### config.mk
export PLATFORM = sky130hd
export DESIGN_NAME = intr_hub
export DESIGN_NICKNAME = d
export VERILOG_FILES = /design/src/rtl/intr_hub_pkg.sv /design/src/rtl/intr_hub_decode.sv /design/src/rtl/intr_hub_status.sv /design/src/rtl/intr_hub_signal.sv /design/src/rtl/intr_hub.sv
export SDC_FILE = /design/constraint.sdc
export NUM_CORES = 1
export LEC_CHECK = 0
export ABC_AREA = 0
export CORE_MARGIN = 5
export CORE_UTILIZATION = 47
export DETAILED_ROUTE_END_ITERATION = 7
export HOLD_SLACK_MARGIN = 0.08
export PLACE_DENSITY_LB_ADDON = 0.05
export SYNTH_ARGS = -nofsm -noshare
export SYNTH_HDL_FRONTEND = slang
export SYNTH_HIERARCHICAL = 1
export SYNTH_SLANG_ARGS = --single-unit
### constraint.sdc
create_clock -name clk -period 3.7 [get_ports clk]
set_input_delay 0.925 -clock clk [delete_from_list [all_inputs] [get_ports clk]]
set_output_delay 0.925 -clock clk [all_outputs]
set_load 0.01 [all_outputs]
### src/rtl/intr_hub_pkg.sv
package intr_hub_pkg;
  localparam int unsigned PEND_W = 32;
  localparam int unsigned POS_W  = $clog2(PEND_W);

  localparam int unsigned OFS_PEND = 'h24;
  localparam int unsigned OFS_SET  = 'h60;
  localparam int unsigned OFS_CLR  = 'h64;

  typedef logic [PEND_W-1:0] pend_t;

  // Software set and clear first, then hardware bits on top so they win.
  function automatic pend_t merge_pending(pend_t cur, pend_t set_m,
                                          pend_t clr_m, pend_t hw_m);
    return ((cur | set_m) & ~clr_m) | hw_m;
  endfunction

  // A raise only announces itself when something remains pending.
  function automatic logic raise_lands(logic raise, pend_t nxt);
    return raise && (nxt != '0);
  endfunction
endpackage

### src/rtl/intr_hub_decode.sv
module intr_hub_decode
  import intr_hub_pkg::*;
#(
  parameter int unsigned ADDR_W = 8
) (
  input  logic              reg_wr,
  input  logic [ADDR_W-1:0] reg_addr,
  input  pend_t             reg_wdata,
  output logic              set_evt,
  output logic              clr_evt,
  output pend_t             set_mask,
  output pend_t             clr_mask
);
  localparam logic [ADDR_W-1:0] A_SET = ADDR_W'(OFS_SET);
  localparam logic [ADDR_W-1:0] A_CLR = ADDR_W'(OFS_CLR);

  always_comb begin
    set_evt  = reg_wr && (reg_addr == A_SET);
    clr_evt  = reg_wr && (reg_addr == A_CLR);
    set_mask = set_evt ? reg_wdata : '0;
    clr_mask = clr_evt ? reg_wdata : '0;
  end

  always_comb begin
    AST_ONE_WRITE_KIND: assert (!(set_evt && clr_evt));
  end
endmodule

### src/rtl/intr_hub_status.sv
module intr_hub_status
  import intr_hub_pkg::*;
#(
  parameter int unsigned NUM_SRC = 2,
  parameter logic [NUM_SRC*POS_W-1:0] SRC_POS = {5'd8, 5'd0}
) (
  input  logic               clk,
  input  logic               rst_n,
  input  logic [NUM_SRC-1:0] hw_raise,
  input  logic               set_evt,
  input  logic               clr_evt,
  input  pend_t              set_mask,
  input  pend_t              clr_mask,
  output pend_t              pending,
  output pend_t              pending_nxt,
  output logic               raise_evt
);
  pend_t hw_mask;
  pend_t src_bit [NUM_SRC];

  for (genvar g = 0; g < NUM_SRC; g++) begin : g_src
    always_comb begin
      src_bit[g] = '0;
      src_bit[g][SRC_POS[g*POS_W +: POS_W]] = hw_raise[g];
    end
  end

  always_comb begin
    hw_mask = '0;
    for (int i = 0; i < NUM_SRC; i++) hw_mask = hw_mask | src_bit[i];
  end

  assign pending_nxt = merge_pending(pending, set_mask, clr_mask, hw_mask);
  assign raise_evt   = set_evt || (|hw_raise);

  always_ff @(posedge clk or negedge rst_n) begin
    if (!rst_n) pending <= '0;
    else        pending <= pending_nxt;
  end

  AST_SET_LANDS: assert property (@(posedge clk) disable iff (!rst_n)
    set_evt |=> ((pending & $past(set_mask)) == $past(set_mask)));
  AST_CLEAR_LANDS: assert property (@(posedge clk) disable iff (!rst_n)
    clr_evt |=> ((pending & $past(clr_mask & ~hw_mask)) == '0));
  AST_HW_WINS: assert property (@(posedge clk) disable iff (!rst_n)
    (|hw_raise) |=> ((pending & $past(hw_mask)) == $past(hw_mask)));
  AST_QUIET_HOLDS: assert property (@(posedge clk) disable iff (!rst_n)
    (!set_evt && !clr_evt && !(|hw_raise)) |=> $stable(pending));
endmodule

### src/rtl/intr_hub_signal.sv
module intr_hub_signal
  import intr_hub_pkg::*;
(
  input  logic  clk,
  input  logic  rst_n,
  input  logic  raise_evt,
  input  logic  clr_evt,
  input  logic  msg_mode,
  input  pend_t pending,
  input  pend_t pending_nxt,
  output logic  irq_level,
  output logic  msg_req
);
  logic lands, drop_ok;

  assign lands   = raise_lands(raise_evt, pending_nxt);
  assign drop_ok = clr_evt && (pending_nxt == '0) && !msg_mode;

  always_ff @(posedge clk or negedge rst_n) begin
    if (!rst_n) begin
      irq_level <= 1'b0;
      msg_req   <= 1'b0;
    end else begin
      msg_req <= lands && msg_mode;
      if (lands && !msg_mode) irq_level <= 1'b1;
      else if (drop_ok)       irq_level <= 1'b0;
    end
  end

  AST_PULSE_HAS_CAUSE: assert property (@(posedge clk) disable iff (!rst_n)
    msg_req |-> (pending != '0));
  AST_PULSE_IN_MSG_MODE: assert property (@(posedge clk) disable iff (!rst_n)
    msg_req |-> $past(msg_mode));
  AST_LINE_RISE_LEVEL: assert property (@(posedge clk) disable iff (!rst_n)
    $rose(irq_level) |-> !$past(msg_mode));
  AST_LINE_FALL_EMPTY: assert property (@(posedge clk) disable iff (!rst_n)
    $fell(irq_level) |-> ((pending == '0) && !$past(msg_mode)));
endmodule

### src/rtl/intr_hub.sv
module intr_hub
  import intr_hub_pkg::*;
#(
  parameter int unsigned ADDR_W  = 8,
  parameter int unsigned NUM_SRC = 2,
  parameter logic [NUM_SRC*POS_W-1:0] SRC_POS = {5'd8, 5'd0}
) (
  input  logic               clk,
  input  logic               rst_n,
  input  logic               reg_wr,
  input  logic               reg_rd,
  input  logic [ADDR_W-1:0]  reg_addr,
  input  logic [31:0]        reg_wdata,
  output logic [31:0]        reg_rdata,
  input  logic [NUM_SRC-1:0] hw_raise,
  input  logic               msg_mode,
  output logic               irq_level,
  output logic               msg_req
);
  localparam logic [ADDR_W-1:0] A_PEND = ADDR_W'(OFS_PEND);

  logic  set_evt, clr_evt, raise_evt;
  pend_t set_mask, clr_mask, pending, pending_nxt;

  intr_hub_decode #(.ADDR_W(ADDR_W)) u_decode (
    .reg_wr   (reg_wr),
    .reg_addr (reg_addr),
    .reg_wdata(reg_wdata),
    .set_evt  (set_evt),
    .clr_evt  (clr_evt),
    .set_mask (set_mask),
    .clr_mask (clr_mask)
  );

  intr_hub_status #(.NUM_SRC(NUM_SRC), .SRC_POS(SRC_POS)) u_status (
    .clk        (clk),
    .rst_n      (rst_n),
    .hw_raise   (hw_raise),
    .set_evt    (set_evt),
    .clr_evt    (clr_evt),
    .set_mask   (set_mask),
    .clr_mask   (clr_mask),
    .pending    (pending),
    .pending_nxt(pending_nxt),
    .raise_evt  (raise_evt)
  );

  intr_hub_signal u_signal (
    .clk        (clk),
    .rst_n      (rst_n),
    .raise_evt  (raise_evt),
    .clr_evt    (clr_evt),
    .msg_mode   (msg_mode),
    .pending    (pending),
    .pending_nxt(pending_nxt),
    .irq_level  (irq_level),
    .msg_req    (msg_req)
  );

  assign reg_rdata = (reg_rd && (reg_addr == A_PEND)) ? pending : '0;

  AST_RESET_QUIET: assert property (@(posedge clk)
    !rst_n |=> (!msg_req && !irq_level));
endmodule

==> results of run 1 <==
-- layer usage --
metal,vias up,track usage [%],wire length (µm)
met4,0,4.74,138
met3,12,4.23,369
met5,-,0,0
met2,55,36.4,4080
met1,1260,27.5,3330
li1,1274,-,-
-- stage by stage --
| stage | utilization (%) | setup TNS (ns) | worst slack [ns] | std cells | instance area, µm² |
|---|---|---|---|---|---|
| 2_1_floorplan | - | 0 | 1.05 | 318 | 2860 |
| 3_3_place_gp | 63.9 | 0 | 0.000475 | 460 | 3780 |
| 3_5_place_dp | 63.9 | -0.0951 | -0.0193 | 460 | 3780 |
| 4_1_cts | 65.5 | 0 | 0.00848 | 468 | 3880 |
| 5_1_grt | 66.4 | -0.0598 | -0.0598 | 468 | 3930 |
| 6_report | 66.4 | 0 | 0.0175 | 468 | 3930 |
-- worst max-delay path by stage --
stage / endpoint / from
after global placement: reg_rdata[15] / reg_addr[6]
final: reg_rdata[30] / reg_addr[3]
after global routing: reg_rdata[30] / reg_addr[3]
after detailed placement: reg_rdata[15] / reg_addr[6]
after CTS: reg_rdata[13] / reg_addr[6]
after floorplan: reg_rdata[0] / reg_addr[1]
-- cell type report --
| type | count | area share [%] |
|---|---|---|
| clock buffer | 7 | 2.20 |
| clock inverter | 1 | 0.127 |
| inverter | 21 | 2.01 |
| multi-input combinational | 229 | 44.0 |
| sequential | 34 | 21.6 |
| tap | 75 | 2.39 |
| timing repair buffer | 101 | 27.6 |
-- synth_stat cells --
cell / number
o21ai_0: 1
or2_1: 1
nand4bb_1: 2
buf_6: 12
or3_1: 1
nor3_1: 8
nor3_2: 8
o21bai_2: 1
buf_2: 12
dfrtp_1: 34
and4_1: 2
nand2b_1: 33
a31oi_1: 1
nand2_1: 15
nor4_1: 16
nor2_1: 62
o21bai_1: 1
clkinv_1: 1
inv_1: 20
or4b_4: 1
buf_1: 5
nor4_2: 60
a21oi_1: 2
clkbuf_1: 5
nor4b_1: 14
-- state kept, by name (all words and copies together) (netlist names) --
name and cells:
u_status/pending 32, u_signal/irq_level 1, u_signal/msg_req 1
-- power groups by stage --
stage	Sequential, mW	Clock, mW	Combinational [mW]
2_1_floorplan	0.402	0	0.110
3_3_place_gp	0.404	0	0.205
3_5_place_dp	0.404	0	0.209
4_1_cts	0.397	0.299	0.210
5_1_grt	0.399	0.314	0.229
6_report	0.397	0.292	0.211
-- worst register-to-register path, delay by kind of cell, from the launching register on --
family,cells,cell delay (ns)
flip-flops,1,0.42
AND/OR/NAND/NOR,4,0.84
AO/OA/AOI/OAI,1,0.09
-- cell families after synthesis --
group | after synthesis | synth area share (%)
flip-flops | 34 | 29.8
buffers and inverters | 55 | 10.9
AO/OA/AOI/OAI | 6 | 1.40
AND/OR/NAND/NOR | 223 | 57.9
-- what timing repair did --
item,4_1_cts,5_1_grt
setup buffers,0,0
cloned,0,0
endpoints found under the hold margin,0,0
endpoints found under the setup margin,9,29
resized for setup,2,18
==> flow_summary.toml, run 1 <==
[routing]
drt_iter0_markers = 102
dr.pass1.iters = 4
wl_per_cell_um = 16.9
viasPerCell = 5.56
totalWireLength_mm = 7.92
postRouteAntennaNets = 0
drc = 0
vias = 2601

[pwr]
p_clk_share_pct = 32.5
internal_power_mw = 0.633
p_per_area_nw_per_um2 = 229
pwr-share-seq_pct = 44.1
p_sw_share_pct = 29.7
p_leak_nw = 1.66
peakVddDrop_v = 0.000278
switchingPower_mw = 0.267
design_power_total_mw = 0.900
p_comb_share_pct = 23.4

[worst_setup_path]
cp.arrival_ns = 2.76
regToRegStartpoint = "u_status/pending[5]"
cp-start-kind = "input pin"
path_class = "in2out"
critPathBufInv = 3
critical_path_depth = 5
crit_family = "buffers and inverters"
cp_max_fo = 5
required_ns = 2.77
crit_chain = "clkdlybuf4s50_1, nand2b_2, buf_4, nor4_1, clkdlybuf4s50_1"
end_kind = "output pin"
cpMostUsedCell = "clkdlybuf4s50_1"
reg2reg_to = "u_signal/irq_level"
cp_slowest_stage_delay_ns = 0.61
rr_worst_depth = 5
regToRegSetupSlack_ns = 2.25
cp_slowest_cell = "clkdlybuf4s50_1"

[run]
max_cap_violations = 0

[final_layout]
most-common-layout-cells = "nor2_1 (62), clkdlybuf4s50_1 (61), nor4_2 (60)"
multi_input_area_um2 = 1730
register_area_um2 = 851
fillers = 498
area_delta_synth_final_pct = 37.6
drive_gt1_share_pct = 26.2
nets = 439
mostFrequentLayoutCell = "nor2_1"
diodes = 0

[yosys]
yosys-top-cells-area = "dfrtp_1 (30%), nor4_2 (26%), nor2_1 (8.1%)"
syn_nets = 365
synth_top_area_share_pct = 29.8
netlist_area_um2 = 2860
syn-instance-count = 318
ys_seq_elements = 34
yosys.area.top_type = "dfrtp_1"
syn_avg_cell_area_um2 = 8.99
yosysSeqAreaShare_pct = 29.8
synthDistinctLibCells = 25
yosys_warnings = 6

[hold_path]
hold_path_depth = 2
hold_path.class = "reg2reg"
hold_end = "u_status/pending[0]"
min_from = "u_status/pending[0]"

[timing]
hold_ws_ns = 0.556
setup_viol = 0
slew_violations = 0
worst_pin_slew_ns = 0.594
post-route-period-util_pct = 99.5
final.setup_skew_ns = 0.00290
final_hold_viol_count = 0
slew_headroom_pct = 60.4
min_period_ns = 3.68
fmax_mhz = 272

[clock_network]
hold_buffers = 0
htree_levels = 2
cts_buffers = 5
cts_tree = "yes"
cts_sinks = 34
cts_max_path_buffers = 2
clk_pin_slew_ns = 0.07
root_buffer = "clkbuf_8"
insertion_delay_ns = 0.29

[place]
gp_congestion = 0.833
hpwlAfterDp_mm = 5.63
portBuffers = 80

[global_route]
grtUsageTotal_pct = 21.2
grt_pass1_vias = 2688
grt_max_degree = 49
grt_pass1_wl_mm = 13.0
antenna_found_initial = 0
globalRouteOverflowTotal = 0

[die]
fp.dieW_um = 88.0
rows = 28
initial_core_util_pct = 48.3
io-pin-count = 81
die_h_um = 88.0
dieArea_um2 = 7740
design.core.area_um2 = 5920

[outcome]
status = "complete, no violations"
Power figures use the tool's default switching activity.
==> run 2, diff against run 1 <==
--- a/config.mk
+++ b/config.mk
@@ -10,7 +10,7 @@
 export CORE_UTILIZATION = 47
 export DETAILED_ROUTE_END_ITERATION = 7
 export HOLD_SLACK_MARGIN = 0.08
-export PLACE_DENSITY_LB_ADDON = 0.05
+export PLACE_DENSITY_LB_ADDON = 0.25
 export SYNTH_ARGS = -nofsm -noshare
 export SYNTH_HDL_FRONTEND = slang
 export SYNTH_HIERARCHICAL = 1
==> constraint.sdc (replaced) <==
create_clock -name clk -period 3.7 [get_ports clk]
set_input_delay 0.74 -clock clk [delete_from_list [all_inputs] [get_ports clk]]
set_output_delay 0.74 -clock clk [all_outputs]
set_load 0.01 [all_outputs]
==> run 2 against run 1 <==
Against the previous run: worst hold slack got worse by 0.0047 ns; combinational power fell by 6%; global-route usage fell by 0.24 points; largest cell class unchanged; clock skew rose by 0.0023 ns; sequential share of layout area rose by 0.90 points.
==> flow_summary.toml, run 2 (synthesized netlist as in run 1, its figures left out) <==
[hold_path]
hold_path_depth = 2
min_from = "u_status/pending[0]"
hold_path.class = "reg2reg"
hold_end = "u_status/pending[0]"

[timing]
worst_pin_slew_ns = 0.573
final_hold_viol_count = 0
grt_setup_unrepaired = "no"
min_period_ns = 3.44
final.setup_skew_ns = 0.00525
fmax_mhz = 291
setup_tns_ns = 0
post-route-period-util_pct = 92.9
slew_violations = 0
setup_viol = 0
hold_ws_ns = 0.551
slew_headroom_pct = 61.8

[outcome]
status = "complete, no violations"

[place]
place_area_um2 = 3680
portBuffers = 80
hpwlAfterDp_mm = 5.39
gp_congestion = 0.795

[clock_network]
hold_buffers = 0
cts_buffers = 5
cts_sinks = 34
clk_pin_slew_ns = 0.07
cts.repair.resized = 0
root_buffer = "clkbuf_8"
cts_setup_buffers = 0
cts_tree = "yes"
insertion_delay_ns = 0.28
cts_max_path_buffers = 2
htree_levels = 2

[die]
dieArea_um2 = 7740
initial_core_util_pct = 48.3
die_h_um = 88.0
rows = 28
io-pin-count = 81
fp.dieW_um = 88.0
design.core.area_um2 = 5920

[final_layout]
area_delta_synth_final_pct = 32.1
nets = 429
top_register = "u_status/pending"
drive_gt1_share_pct = 24.3
utilization_pct = 63.8
largest_reg_flops = 32
fin_area_um2 = 3770
most-common-layout-cells = "clkdlybuf4s50_1 (79), nor2_1 (62), nor4_2 (60)"
diodes = 0
mostFrequentLayoutCell = "clkdlybuf4s50_1"
top_regs = "u_status/pending (32), u_signal/irq_level (1), u_signal/msg_req (1)"

[worst_setup_path]
cp-start-kind = "input pin"
regToRegStartpoint = "u_status/pending[18]"
cp_max_fo = 23
regToRegSetupSlack_ns = 2.28
cp.arrival_ns = 2.70
required_ns = 2.96
path_class = "in2out"
reg2reg_to = "u_signal/irq_level"
end_kind = "output pin"
rr_worst_depth = 5

[global_route]
grt_max_degree = 67
grtUsageTotal_pct = 20.9
globalRouteOverflowTotal = 0
grt_pass1_wl_mm = 12.8
grt_pass1_vias = 2640
antenna_found_initial = 0

[pwr]
design_power_total_mw = 0.879
peakVddDrop_v = 0.000138
p_per_area_nw_per_um2 = 233
p_leak_nw = 1.27

[routing]
wl_per_cell_um = 16.8
viasPerCell = 5.60
dr.pass1.iters = 4
drc = 0
drt_iter0_markers = 117
vias = 2565
postRouteAntennaNets = 0
totalWireLength_mm = 7.71

[run]
max_cap_violations = 0
[run 2: cell count changes in the layout (fill, tap and decap cells not counted)]
cell	previous run	this run
buf_12	7	5
buf_4	13	6
buf_6	1	0
clkdlybuf4s50_1	61	79
dlygate4sd2_1	1	0
dlymetal6s2s_1	17	0
nand4bb_2	0	1
nand4bb_4	2	1
[run 2: metrics by stage]
step	worst slack [ns]	instances
6_report	0.264	458
5_1_grt	0.189	458
4_1_cts	0.268	458
3_5_place_dp	0.287	450
3_3_place_gp	0.327	450
2_1_floorplan	1.24	318
[run 2: worst max path at each step]
stage,cells after the start,endpoint,start,slack (ns)
after floorplan,8,u_signal/irq_level,reg_addr[1],1.24
after global placement,5,reg_rdata[11],reg_addr[3],0.33
after detailed placement,5,reg_rdata[5],reg_addr[3],0.29
after CTS,5,reg_rdata[13],reg_addr[3],0.27
after global routing,5,reg_rdata[10],reg_addr[3],0.19
final,5,reg_rdata[5],reg_addr[3],0.26
[run 2: final cells by class]
type	instances	area, µm²
well taps	75	93.8
clock inverters	1	5.00
clock buffers	7	86.3
fillers	517	2150
repair buffers	91	941
multi-input cells	229	1720
flip-flops and latches	34	851
inverters	21	78.8
[run 2: critical path, stage by stage]
cell and delay (ns):
clkdlybuf4s50_1 0.41, nand2b_2 0.33, buf_12 0.25, nor4_2 0.32, clkdlybuf4s50_1 0.62
[run 2: per-layer routing]
layer | up-vias | GRT usage, % | share of wire, %
li1 | 1258 | - | -
met1 | 1219 | 27.7 | 41
met2 | 75 | 35.1 | 52
met3 | 13 | 3.39 | 5.8
met4 | 0 | 6.42 | 1.9
met5 | - | 0 | 0
[run 2: report_power, final]
group | switching (mW) | total [mW] | internal, mW
logic | 0.111 | 0.198 | 0.0869
clock network | 0.133 | 0.284 | 0.150
registers | 0.00974 | 0.398 | 0.388
==> run 3, diff against run 2 <==
--- a/config.mk
+++ b/config.mk
@@ -9,7 +9,7 @@
 export CORE_MARGIN = 5
 export CORE_UTILIZATION = 47
 export DETAILED_ROUTE_END_ITERATION = 7
-export HOLD_SLACK_MARGIN = 0.08
+export HOLD_SLACK_MARGIN = 0.05
 export PLACE_DENSITY_LB_ADDON = 0.25
 export SYNTH_ARGS = -nofsm -noshare
 export SYNTH_HDL_FRONTEND = slang
==> results of run 3 <==
Same layout as run 2: the final DEF is identical, and so are final timing and power.
